File: src/rtl/gpio_evt_pkg.sv
// Shared definitions for the GPIO bank event detector.
// Assumes a 3-bit register address space; unused addresses read zero.
package gpio_evt_pkg;

    localparam int REG_ADDR_W = 3;

    // Register selector; the enable registers follow status in ascending order.
    typedef enum logic [REG_ADDR_W-1:0] {
        REG_STATUS = 3'd0,
        REG_RISE   = 3'd1,
        REG_FALL   = 3'd2,
        REG_HIGH   = 3'd3,
        REG_LOW    = 3'd4
    } evt_reg_e;

    // Index of each enable kind inside the enable array.
    localparam int EN_RISE  = 0;
    localparam int EN_FALL  = 1;
    localparam int EN_HIGH  = 2;
    localparam int EN_LOW   = 3;
    localparam int EN_KINDS = 4;

endpackage

File: src/rtl/gpio_evt_sync.sv
// Multi-stage synchroniser for a vector of asynchronous pin levels.
// Assumes each pin is a quasi-static level; there is no bus coherency
// across pins. Output lags the input by STAGES clock edges.
module gpio_evt_sync #(
    parameter int WIDTH  = 32,
    parameter int STAGES = 2
) (
    input  logic             clk,
    input  logic             rst_n,
    input  logic [WIDTH-1:0] d,
    output logic [WIDTH-1:0] q
);

    logic [WIDTH-1:0] stage_q [STAGES];

    // Shift the raw level through the synchroniser chain.
    always_ff @(posedge clk) begin
        if (!rst_n) begin
            for (int i = 0; i < STAGES; i++) begin
                stage_q[i] <= '0;
            end
        end else begin
            stage_q[0] <= d;
            for (int i = 1; i < STAGES; i++) begin
                stage_q[i] <= stage_q[i-1];
            end
        end
    end

    assign q = stage_q[STAGES-1];

endmodule

File: src/rtl/gpio_evt_detect.sv
// Per-pin edge and level detection on synchronised levels.
// Assumes lvl is already synchronous. An edge is seen as a difference
// between this cycle's level and the registered level of the previous cycle.
module gpio_evt_detect #(
    parameter int WIDTH = 32
) (
    input  logic             clk,
    input  logic             rst_n,
    input  logic [WIDTH-1:0] lvl,
    input  logic [WIDTH-1:0] en_rise,
    input  logic [WIDTH-1:0] en_fall,
    input  logic [WIDTH-1:0] en_high,
    input  logic [WIDTH-1:0] en_low,
    output logic [WIDTH-1:0] evt
);

    logic [WIDTH-1:0] prev_q;

    // Remember the previous synchronised level for edge comparison.
    always_ff @(posedge clk) begin
        if (!rst_n) begin
            prev_q <= '0;
        end else begin
            prev_q <= lvl;
        end
    end

    for (genvar p = 0; p < WIDTH; p++) begin : g_pin
        logic rose;
        logic fell;

        // Combine the four armed conditions of one pin into one event.
        always_comb begin
            rose   = lvl[p] & ~prev_q[p];
            fell   = ~lvl[p] & prev_q[p];
            evt[p] = (rose & en_rise[p]) | (fell & en_fall[p])
                   | (lvl[p] & en_high[p]) | (~lvl[p] & en_low[p]);
        end
    end

endmodule

File: src/rtl/gpio_evt_regs.sv
// Register file: four enable registers and a write-one-to-clear status.
// Assumes single-cycle accesses. A new event outranks a clear on the same
// bit. Bits at or above ACTIVE are held at zero.
module gpio_evt_regs
    import gpio_evt_pkg::*;
#(
    parameter int WIDTH  = 32,
    parameter int ACTIVE = 32
) (
    input  logic                  clk,
    input  logic                  rst_n,
    input  logic                  bus_valid,
    input  logic                  bus_write,
    input  logic [REG_ADDR_W-1:0] bus_addr,
    input  logic [WIDTH-1:0]      bus_wdata,
    output logic [WIDTH-1:0]      bus_rdata,
    input  logic [WIDTH-1:0]      evt,
    output logic [WIDTH-1:0]      en_rise,
    output logic [WIDTH-1:0]      en_fall,
    output logic [WIDTH-1:0]      en_high,
    output logic [WIDTH-1:0]      en_low,
    output logic [WIDTH-1:0]      status
);

    localparam logic [WIDTH-1:0] ACT_MASK = {WIDTH{1'b1}} >> (WIDTH - ACTIVE);

    logic [WIDTH-1:0] en_q [EN_KINDS];
    logic [WIDTH-1:0] status_q;
    logic             wr_any;
    logic [WIDTH-1:0] clr_mask;

    assign wr_any   = bus_valid && bus_write;
    assign clr_mask = (wr_any && bus_addr == REG_STATUS) ? bus_wdata : '0;

    for (genvar k = 0; k < EN_KINDS; k++) begin : g_en
        localparam logic [REG_ADDR_W-1:0] MY_ADDR = REG_ADDR_W'(int'(REG_RISE) + k);

        // Load one enable register on a write to its address.
        always_ff @(posedge clk) begin
            if (!rst_n) begin
                en_q[k] <= '0;
            end else if (wr_any && bus_addr == MY_ADDR) begin
                en_q[k] <= bus_wdata & ACT_MASK;
            end
        end
    end

    // Sticky status: clear the written ones, then let new events win.
    always_ff @(posedge clk) begin
        if (!rst_n) begin
            status_q <= '0;
        end else begin
            status_q <= ((status_q & ~clr_mask) | evt) & ACT_MASK;
        end
    end

    // Return the selected register; unmapped addresses read zero.
    always_comb begin
        unique case (bus_addr)
            REG_STATUS: bus_rdata = status_q;
            REG_RISE:   bus_rdata = en_q[EN_RISE];
            REG_FALL:   bus_rdata = en_q[EN_FALL];
            REG_HIGH:   bus_rdata = en_q[EN_HIGH];
            REG_LOW:    bus_rdata = en_q[EN_LOW];
            default:    bus_rdata = '0;
        endcase
    end

    assign en_rise = en_q[EN_RISE];
    assign en_fall = en_q[EN_FALL];
    assign en_high = en_q[EN_HIGH];
    assign en_low  = en_q[EN_LOW];
    assign status  = status_q;

endmodule

File: src/rtl/gpio_evt_bank.sv
// Top of the GPIO bank event detector: synchroniser, detector, registers
// and the bank interrupt. Assumes one instance per bank of up to NUM_PINS
// pins, of which ACTIVE_PINS (from bit 0 upward) are used.
module gpio_evt_bank
    import gpio_evt_pkg::*;
#(
    parameter int NUM_PINS    = 32,
    parameter int ACTIVE_PINS = 32,
    parameter int SYNC_STAGES = 2
) (
    input  logic                  clk,
    input  logic                  rst_n,
    input  logic [NUM_PINS-1:0]   pin_in,
    input  logic                  bus_valid,
    input  logic                  bus_write,
    input  logic [REG_ADDR_W-1:0] bus_addr,
    input  logic [NUM_PINS-1:0]   bus_wdata,
    output logic [NUM_PINS-1:0]   bus_rdata,
    output logic                  irq
);

    logic [NUM_PINS-1:0] lvl_sync;
    logic [NUM_PINS-1:0] evt_raw;
    logic [NUM_PINS-1:0] en_rise;
    logic [NUM_PINS-1:0] en_fall;
    logic [NUM_PINS-1:0] en_high;
    logic [NUM_PINS-1:0] en_low;
    logic [NUM_PINS-1:0] status_q;

    gpio_evt_sync #(
        .WIDTH  (NUM_PINS),
        .STAGES (SYNC_STAGES)
    ) u_sync (
        .clk   (clk),
        .rst_n (rst_n),
        .d     (pin_in),
        .q     (lvl_sync)
    );

    gpio_evt_detect #(
        .WIDTH (NUM_PINS)
    ) u_detect (
        .clk     (clk),
        .rst_n   (rst_n),
        .lvl     (lvl_sync),
        .en_rise (en_rise),
        .en_fall (en_fall),
        .en_high (en_high),
        .en_low  (en_low),
        .evt     (evt_raw)
    );

    gpio_evt_regs #(
        .WIDTH  (NUM_PINS),
        .ACTIVE (ACTIVE_PINS)
    ) u_regs (
        .clk       (clk),
        .rst_n     (rst_n),
        .bus_valid (bus_valid),
        .bus_write (bus_write),
        .bus_addr  (bus_addr),
        .bus_wdata (bus_wdata),
        .bus_rdata (bus_rdata),
        .evt       (evt_raw),
        .en_rise   (en_rise),
        .en_fall   (en_fall),
        .en_high   (en_high),
        .en_low    (en_low),
        .status    (status_q)
    );

    // Bank interrupt is the OR of every status bit.
    assign irq = |status_q;

endmodule

File: config.mk
export PLATFORM = sky130hd
export DESIGN_NAME = gpio_evt_bank
export DESIGN_NICKNAME = d
export VERILOG_FILES = /design/src/rtl/gpio_evt_pkg.sv /design/src/rtl/gpio_evt_sync.sv /design/src/rtl/gpio_evt_detect.sv /design/src/rtl/gpio_evt_regs.sv /design/src/rtl/gpio_evt_bank.sv
export SDC_FILE = /design/constraint.sdc
export NUM_CORES = 1
export LEC_CHECK = 0
export ABC_AREA = 1
export ABC_CLOCK_PERIOD_IN_PS = 5850
export CORE_MARGIN = 1
export CORE_UTILIZATION = 63
export DETAILED_ROUTE_END_ITERATION = 10
export DONT_BUFFER_PORTS = 1
export GPL_TIMING_DRIVEN = 1
export PLACE_DENSITY = 0.79
export SYNTH_ARGS = -nofsm -noshare
export SYNTH_HDL_FRONTEND = slang
export SYNTH_SLANG_ARGS = --single-unit
File: constraint.sdc
create_clock -name clk -period 5.85 [get_ports clk]
set_input_delay 1.17 -clock clk [delete_from_list [all_inputs] [get_ports clk]]
set_output_delay 1.17 -clock clk [all_outputs]
set_load 0.01 [all_outputs]
Word-level counts from Yosys, hierarchy flattened
Memory sizes are Yosys's and may differ from the RTL's.
Cells that the tools add are included.
{"block": "totals", "reg_bits": 64, "ram_bits": 192, "out_inout_bits": 33, "word_cells": 399, "n_memories": 2}
{"block": "classes", "eq_ne": 4, "mux": 22, "bitwise": 361, "reduce_logical": 8}
{"memory": "u_regs.en_q", "depth": 4, "word_bits": 32, "read_ports": 4, "rd_clocked_by_memory_dff": 0, "wr": 4, "line_no": "gpio_evt_regs.sv:27", "source": "logic [WIDTH-1:0] en_q [EN_KINDS];"}
{"memory": "u_sync.stage_q", "depth": 2, "word_bits": 32, "read_ports": 2, "rd_clocked_by_memory_dff": 0, "wr": 2, "line_no": "gpio_evt_sync.sv:14", "source": "logic [WIDTH-1:0] stage_q [STAGES];"}
{"cell": "$mux 32", "count": 7}
{"cell": "$and 1x1->1", "count": 192}
{"cell": "$pmux 32 s5", "count": 1}
{"cell": "$or 1x1->1", "count": 102}
{"cell": "$not 1->1", "count": 64}
{"cell": "$and 32x32->32", "count": 1}
{"cell": "$not 32->32", "count": 1}
{"cell": "$or 32x32->32", "count": 1}
{"cell": "$reduce_or 32->1", "count": 1}
{"cell": "$mux 1", "count": 14}
{"cell": "$eq 3x2->1 const B", "count": 2}
{"cell": "$logic_and 1x1->1", "count": 6}
{"cell": "$eq 3x1->1 const B", "count": 1}
{"cell": "$eq 3x3->1 const B", "count": 1}
{"cell": "$logic_not 3->1", "count": 1}

Longest topological paths before layout
{"block": "depth", "word_depth": 7, "mapped_depth": 7}

Hierarchy
A second synthesis with hierarchy kept.
{"block": "hier_totals", "cells_unflattened": 1522, "hier_area_um2": 11680.0}
{"module": "gpio_evt_regs", "n_inst": 1, "cells_each": 827, "area_each_um2": 7304.5}
{"module": "gpio_evt_detect", "n_inst": 1, "cells_each": 419, "area_each_um2": 2115.8}
{"module": "gpio_evt_sync", "n_inst": 1, "cells_each": 231, "area_each_um2": 2080.7}
{"module": "gpio_evt_bank", "n_inst": 1, "cells_each": 45, "area_each_um2": 178.9}

Least setup slack after synthesis
No wires, ideal clock.
{"block": "synth_path", "kind": "input to register", "startpoint": "in bus_addr[0]", "endpoint": "mem u_regs.en_q[0][0], enable pin", "arrival_time_ns": 4.067, "setup_slack_ns": 1.317, "path_stages": 4, "path_buffers": 2, "path_cell_list": "buf_2 > nand3_2 > clkbuf_1 > o21ai_0"}
{"item": "start, declared", "line_no": "gpio_evt_bank.sv:16", "source": "input logic [REG_ADDR_W-1:0] bus_addr,"}
{"item": "end, declared", "line_no": "gpio_evt_regs.sv:27"}

Final worst setup path
{"block": "layout_path", "startpoint": "in bus_addr[1]", "endpoint": "out bus_rdata[9]"}
{"block": "layout_between", "elab_chain_len": 2, "word_cells_on_any_way": 6, "classes_between": "eq/ne: 4; mux: 1; reduce/logical: 1"}
{"item": "$eq 3x3->1 (tied with other cells)", "line_no": "gpio_evt_regs.sv:59", "source": "unique case (bus_addr)"}
{"item": "$pmux 32 s5 (*)", "line_no": "gpio_evt_regs.sv:59"}
{"item": "end, declared", "line_no": "gpio_evt_bank.sv:18", "source": "output logic [NUM_PINS-1:0] bus_rdata,"}
Every way passes the cells marked *; elsewhere a longest branch is shown, timed or not.

==> results by group <==
Routing
  • Routed WL: 26400 µm
  • Remaining antenna violation count: 0
  • Vias after detailed routing: approximately 8400
  • Router iterations before antenna repair: 6
  • Drt drc: 0
  • Average wire per standard cell: approximately 17 µm
  • DRC violation total after the first TritonRoute iteration: roughly 800
  • Per-cell via count in the routed design: about 5.4

Clock tree
  • Clock Path Buffers: 3
  • TritonCTS clock tree: yes
  • Setup repair bufs after CTS: 0
  • CTS Hold Bufs: 0
  • H-tree levels: 1
  • Clock transition at the registers of the reported paths: 0.06 ns
  • Inserted Clock Buffers: 25
  • Clock latency of the later-clocked register in the worst-skew pair: ~0.52 ns
  • Clock root buffer master: clkbuf_16
  • Sinks on Clock Net: 256
  • Resize count post-CTS: 0

Logic synthesis
  • Most used standard cells in the synthesized netlist: nand2_1, inv_1, nor2_1
  • Syn_area_per_cell: 8.10 µm²
  • Cell with the most instances after synthesis: nand2_1
  • Synth Cell Area: 10800 µm²
  • Proportion of netlist area held by the largest area contributor: a little over a third
  • Xor-xnor portion of the synthesized cell area: 0%
  • Biggest area consumer among synthesized cells: edfxtp_1
  • Area fraction in and, or, nand and nor cells after synthesis: 24.2%
  • Flops & latches, synth: between 200 and 300
  • Synthesized net count: 1400
  • Synthesis warning total: 0
  • Primary FF master, synth: edfxtp_1
  • Share of synthesized area spent on multiplexers: 0%
  • Sequential area share after synthesis: 59.5%
  • Combinational family with the most area after synthesis: simple AND/OR/NAND/NOR gates
  • Share of synthesized cell area in full adder, half adder and majority cells: 0%
  • Post-synth EDFFs: 128
  • Post-synthesis async set-or-reset flop share: 0%
  • Cell count after synthesis: about 1300
  • Library cells used by synthesis: 18
  • Synthesized-area fraction occupied by ao, oa, aoi and oai cells: roughly 5.3%
  • Cells taking the most area after synthesis: edfxtp_1, dfxtp_1, nand2_1, inv_1, nor2_1

Critical path
  • Slowest cell delay on critical path: ~0.92 ns
  • Slowest stage cell, crit path: nor3_4
  • Cells traversed along the worst timing path: inv_2, nor3_4, buf_4, nand2_1, nand2_1, nor2_1, nand2_1
  • Worst r2r src: u_regs.en_q[2][6]
  • Endpoint of the worst register-to-register path: u_regs.status[6]
  • Setup slack on the worst flop-to-flop path: between 4 and 5 ns
  • Crit-path leading delay family: simple AND/OR/NAND/NOR gates
  • CP max FO: 34
  • Crit path launch type: input pin
  • Most frequent CP cell: nand2_1
  • Critical Path Sink Type: output port
  • Critical path start-end classification: input pin to output port
  • Depth of the worst register-to-register path: 4
  • Data required time at the worst endpoint: roughly 4.7 ns
  • Crit path buf inv count: 2
  • Arrival @ worst endpoint: just over 3 ns

Global route
  • Overflow left after global routing: 0
  • First-pass GRT wire length: roughly 42000 µm
  • Antenna violations before repair: 0
  • Number of global-route vias before repair: approximately 8300
  • Tot GR Track Use: a little under a third
  • Maximum number of pins on one net before global-route repair: 106

Worst hold path
  • Source of the worst hold timing path: u_sync.stage_q[0][7]
  • Hold Crit Depth: 2
  • Endpoint with the worst hold slack: u_sync.stage_q[0][39]
  • Worst hold path class: flop to flop

Finish
  • Filler instances: about 1300
  • Ant. Diodes: 0
  • Area added between synthesis and finish: 9.34%
  • Non-Filler Instances: around 1600
  • Share of final-layout standard cells stronger than drive strength 1: around 4.8%
  • Layout net count: around 1400

Power
  • Max IR drop VDD: approximately 240 µV
  • Cell leakage power: around 5.8 nW
  • Power density over the cells: between 300 and 400 nW/µm²
  • Post-route total power: between 3 and 4 mW

Die
  • Horizontal die dimension: roughly 130 µm
  • Die boundary height: 133 µm
  • I/O pin count: between 100 and 150
  • Core Area: 16600 µm²
  • Number of cell rows: 47
  • Initial core utilization: between 60% and 70%
  • Floorplan die area: approximately 18000 µm²

STA
  • Relative slew slack: between 20 and 30%
  • Share of the clock period used by the worst path: between 70% and 80%
  • Fin. max-slew vios: 0
  • Actual transition at the worst max-transition pin: between 1 and 1.5 ns
  • Final-report setup violation count: 0
  • Shortest period the worst path allows: between 4 and 5 ns
  • Total negative setup slack: 0 ns
  • Setup skew after layout: approximately 0.011 ns
  • Unrepaired setup endpoints after global routing: no
  • F_max: around 0.24 GHz
  • Final Hold Fails: 0

Placed design
  • Weighted congestion reported at the end of routability-driven placement: about 0.86
  • HPWL after DPL: around 16000 µm
  • DP Cell Count: about 1500
  • Input/output buffers: 0

Run
  • Max-cap violations: 0

Outcome
  • Result of the run: complete, no violations
==> stage by stage <==
| stage | area [µm²] | hold WS [ns] | util, % | setup slack, ns |
|---|---|---|---|---|
| 3_5_place_dp | 11000 | 0.399 | 66.0 | 1.65 |
| 3_3_place_gp | 11000 | 0.391 | 66.0 | 1.68 |
| 4_1_cts | 11800 | 0.415 | 70.7 | 1.67 |
| 6_report | 11800 | 0.410 | 70.7 | 1.62 |
| 2_1_floorplan | 10800 | 0.390 | - | 1.32 |
| 5_1_grt | 11800 | 0.430 | 70.7 | 1.47 |
==> worst max path at each step <==
stage	cells past startpoint	endpoint	start	slack, ns
detailed placement	7	bus_rdata[10]	bus_addr[1]	1.65
floorplan	4	u_regs.en_q[0][0]	bus_addr[0]	1.32
CTS	7	bus_rdata[10]	bus_addr[1]	1.67
global route	7	bus_rdata[9]	bus_addr[1]	1.47
finish	7	bus_rdata[9]	bus_addr[1]	1.62
global placement	7	bus_rdata[31]	bus_addr[1]	1.68
==> sequential cells by signal, summed over array words and instances (netlist names) <==
signal,flops
u_sync.stage_q,64
u_detect.prev_q,32
u_regs.en_q,128
u_regs.status,32
==> cell usage in the layout, fill, tap and decap left out, drive strengths merged <==
master and n:
dfxtp 128, edfxtp 128, nand2 362, clkbuf 33, buf 18, inv 260, a21oi 78, nand4 37
nor3 3, clkinv 10, nand3b 1, nand3 33, bufinv 2, o21ai 36, nor2 214
==> where the power goes <==
| part | internal [mW] | switching (mW) |
|---|---|---|
| combinational | 0.0689 | 0.180 |
| sequential | 1.98 | 0.0557 |
| clock | 0.889 | 0.664 |
| total | 2.94 | 0.899 |
==> metal layers <==
layer / up-vias / share of wire [%] / track usage, %
li1: 4058 / - / -
met1: 3874 / 39 / 38.6
met2: 391 / 49 / 52.3
met3: 58 / 9.4 / 5.36
met4: 0 / 2.3 / 10.7
met5: - / 0 / 0
==> logic make-up (layout without fill, tap and decap cells) <==
group / Yosys count / after routing
buffers and inverters: 309 / 323
flip-flops: 256 / 256
AO/OA/AOI/OAI: 114 / 114
AND/OR/NAND/NOR: 650 / 650
==> worst register-to-register path, delay by kind of cell (launching register included) <==
family / cells / cell delay, ns
flip-flops: 1 / 0.40
AND/OR/NAND/NOR: 2 / 0.23
AO/OA/AOI/OAI: 2 / 0.17
==> final cells by class <==
cell class / instances / area (µm²) / share of cell area (%)
multi-input cells: 764 / 3200 / 27.2
clock inverters: 13 / 115 / 0.978
clock buffers: 33 / 666 / 5.66
flip-flops and latches: 256 / 6410 / 54.4
repair buffers: 18 / 135 / 1.15
inverters: 259 / 972 / 8.26
well taps: 220 / 275 / 2.34
Note: power is estimated with default switching activity, not from simulation.
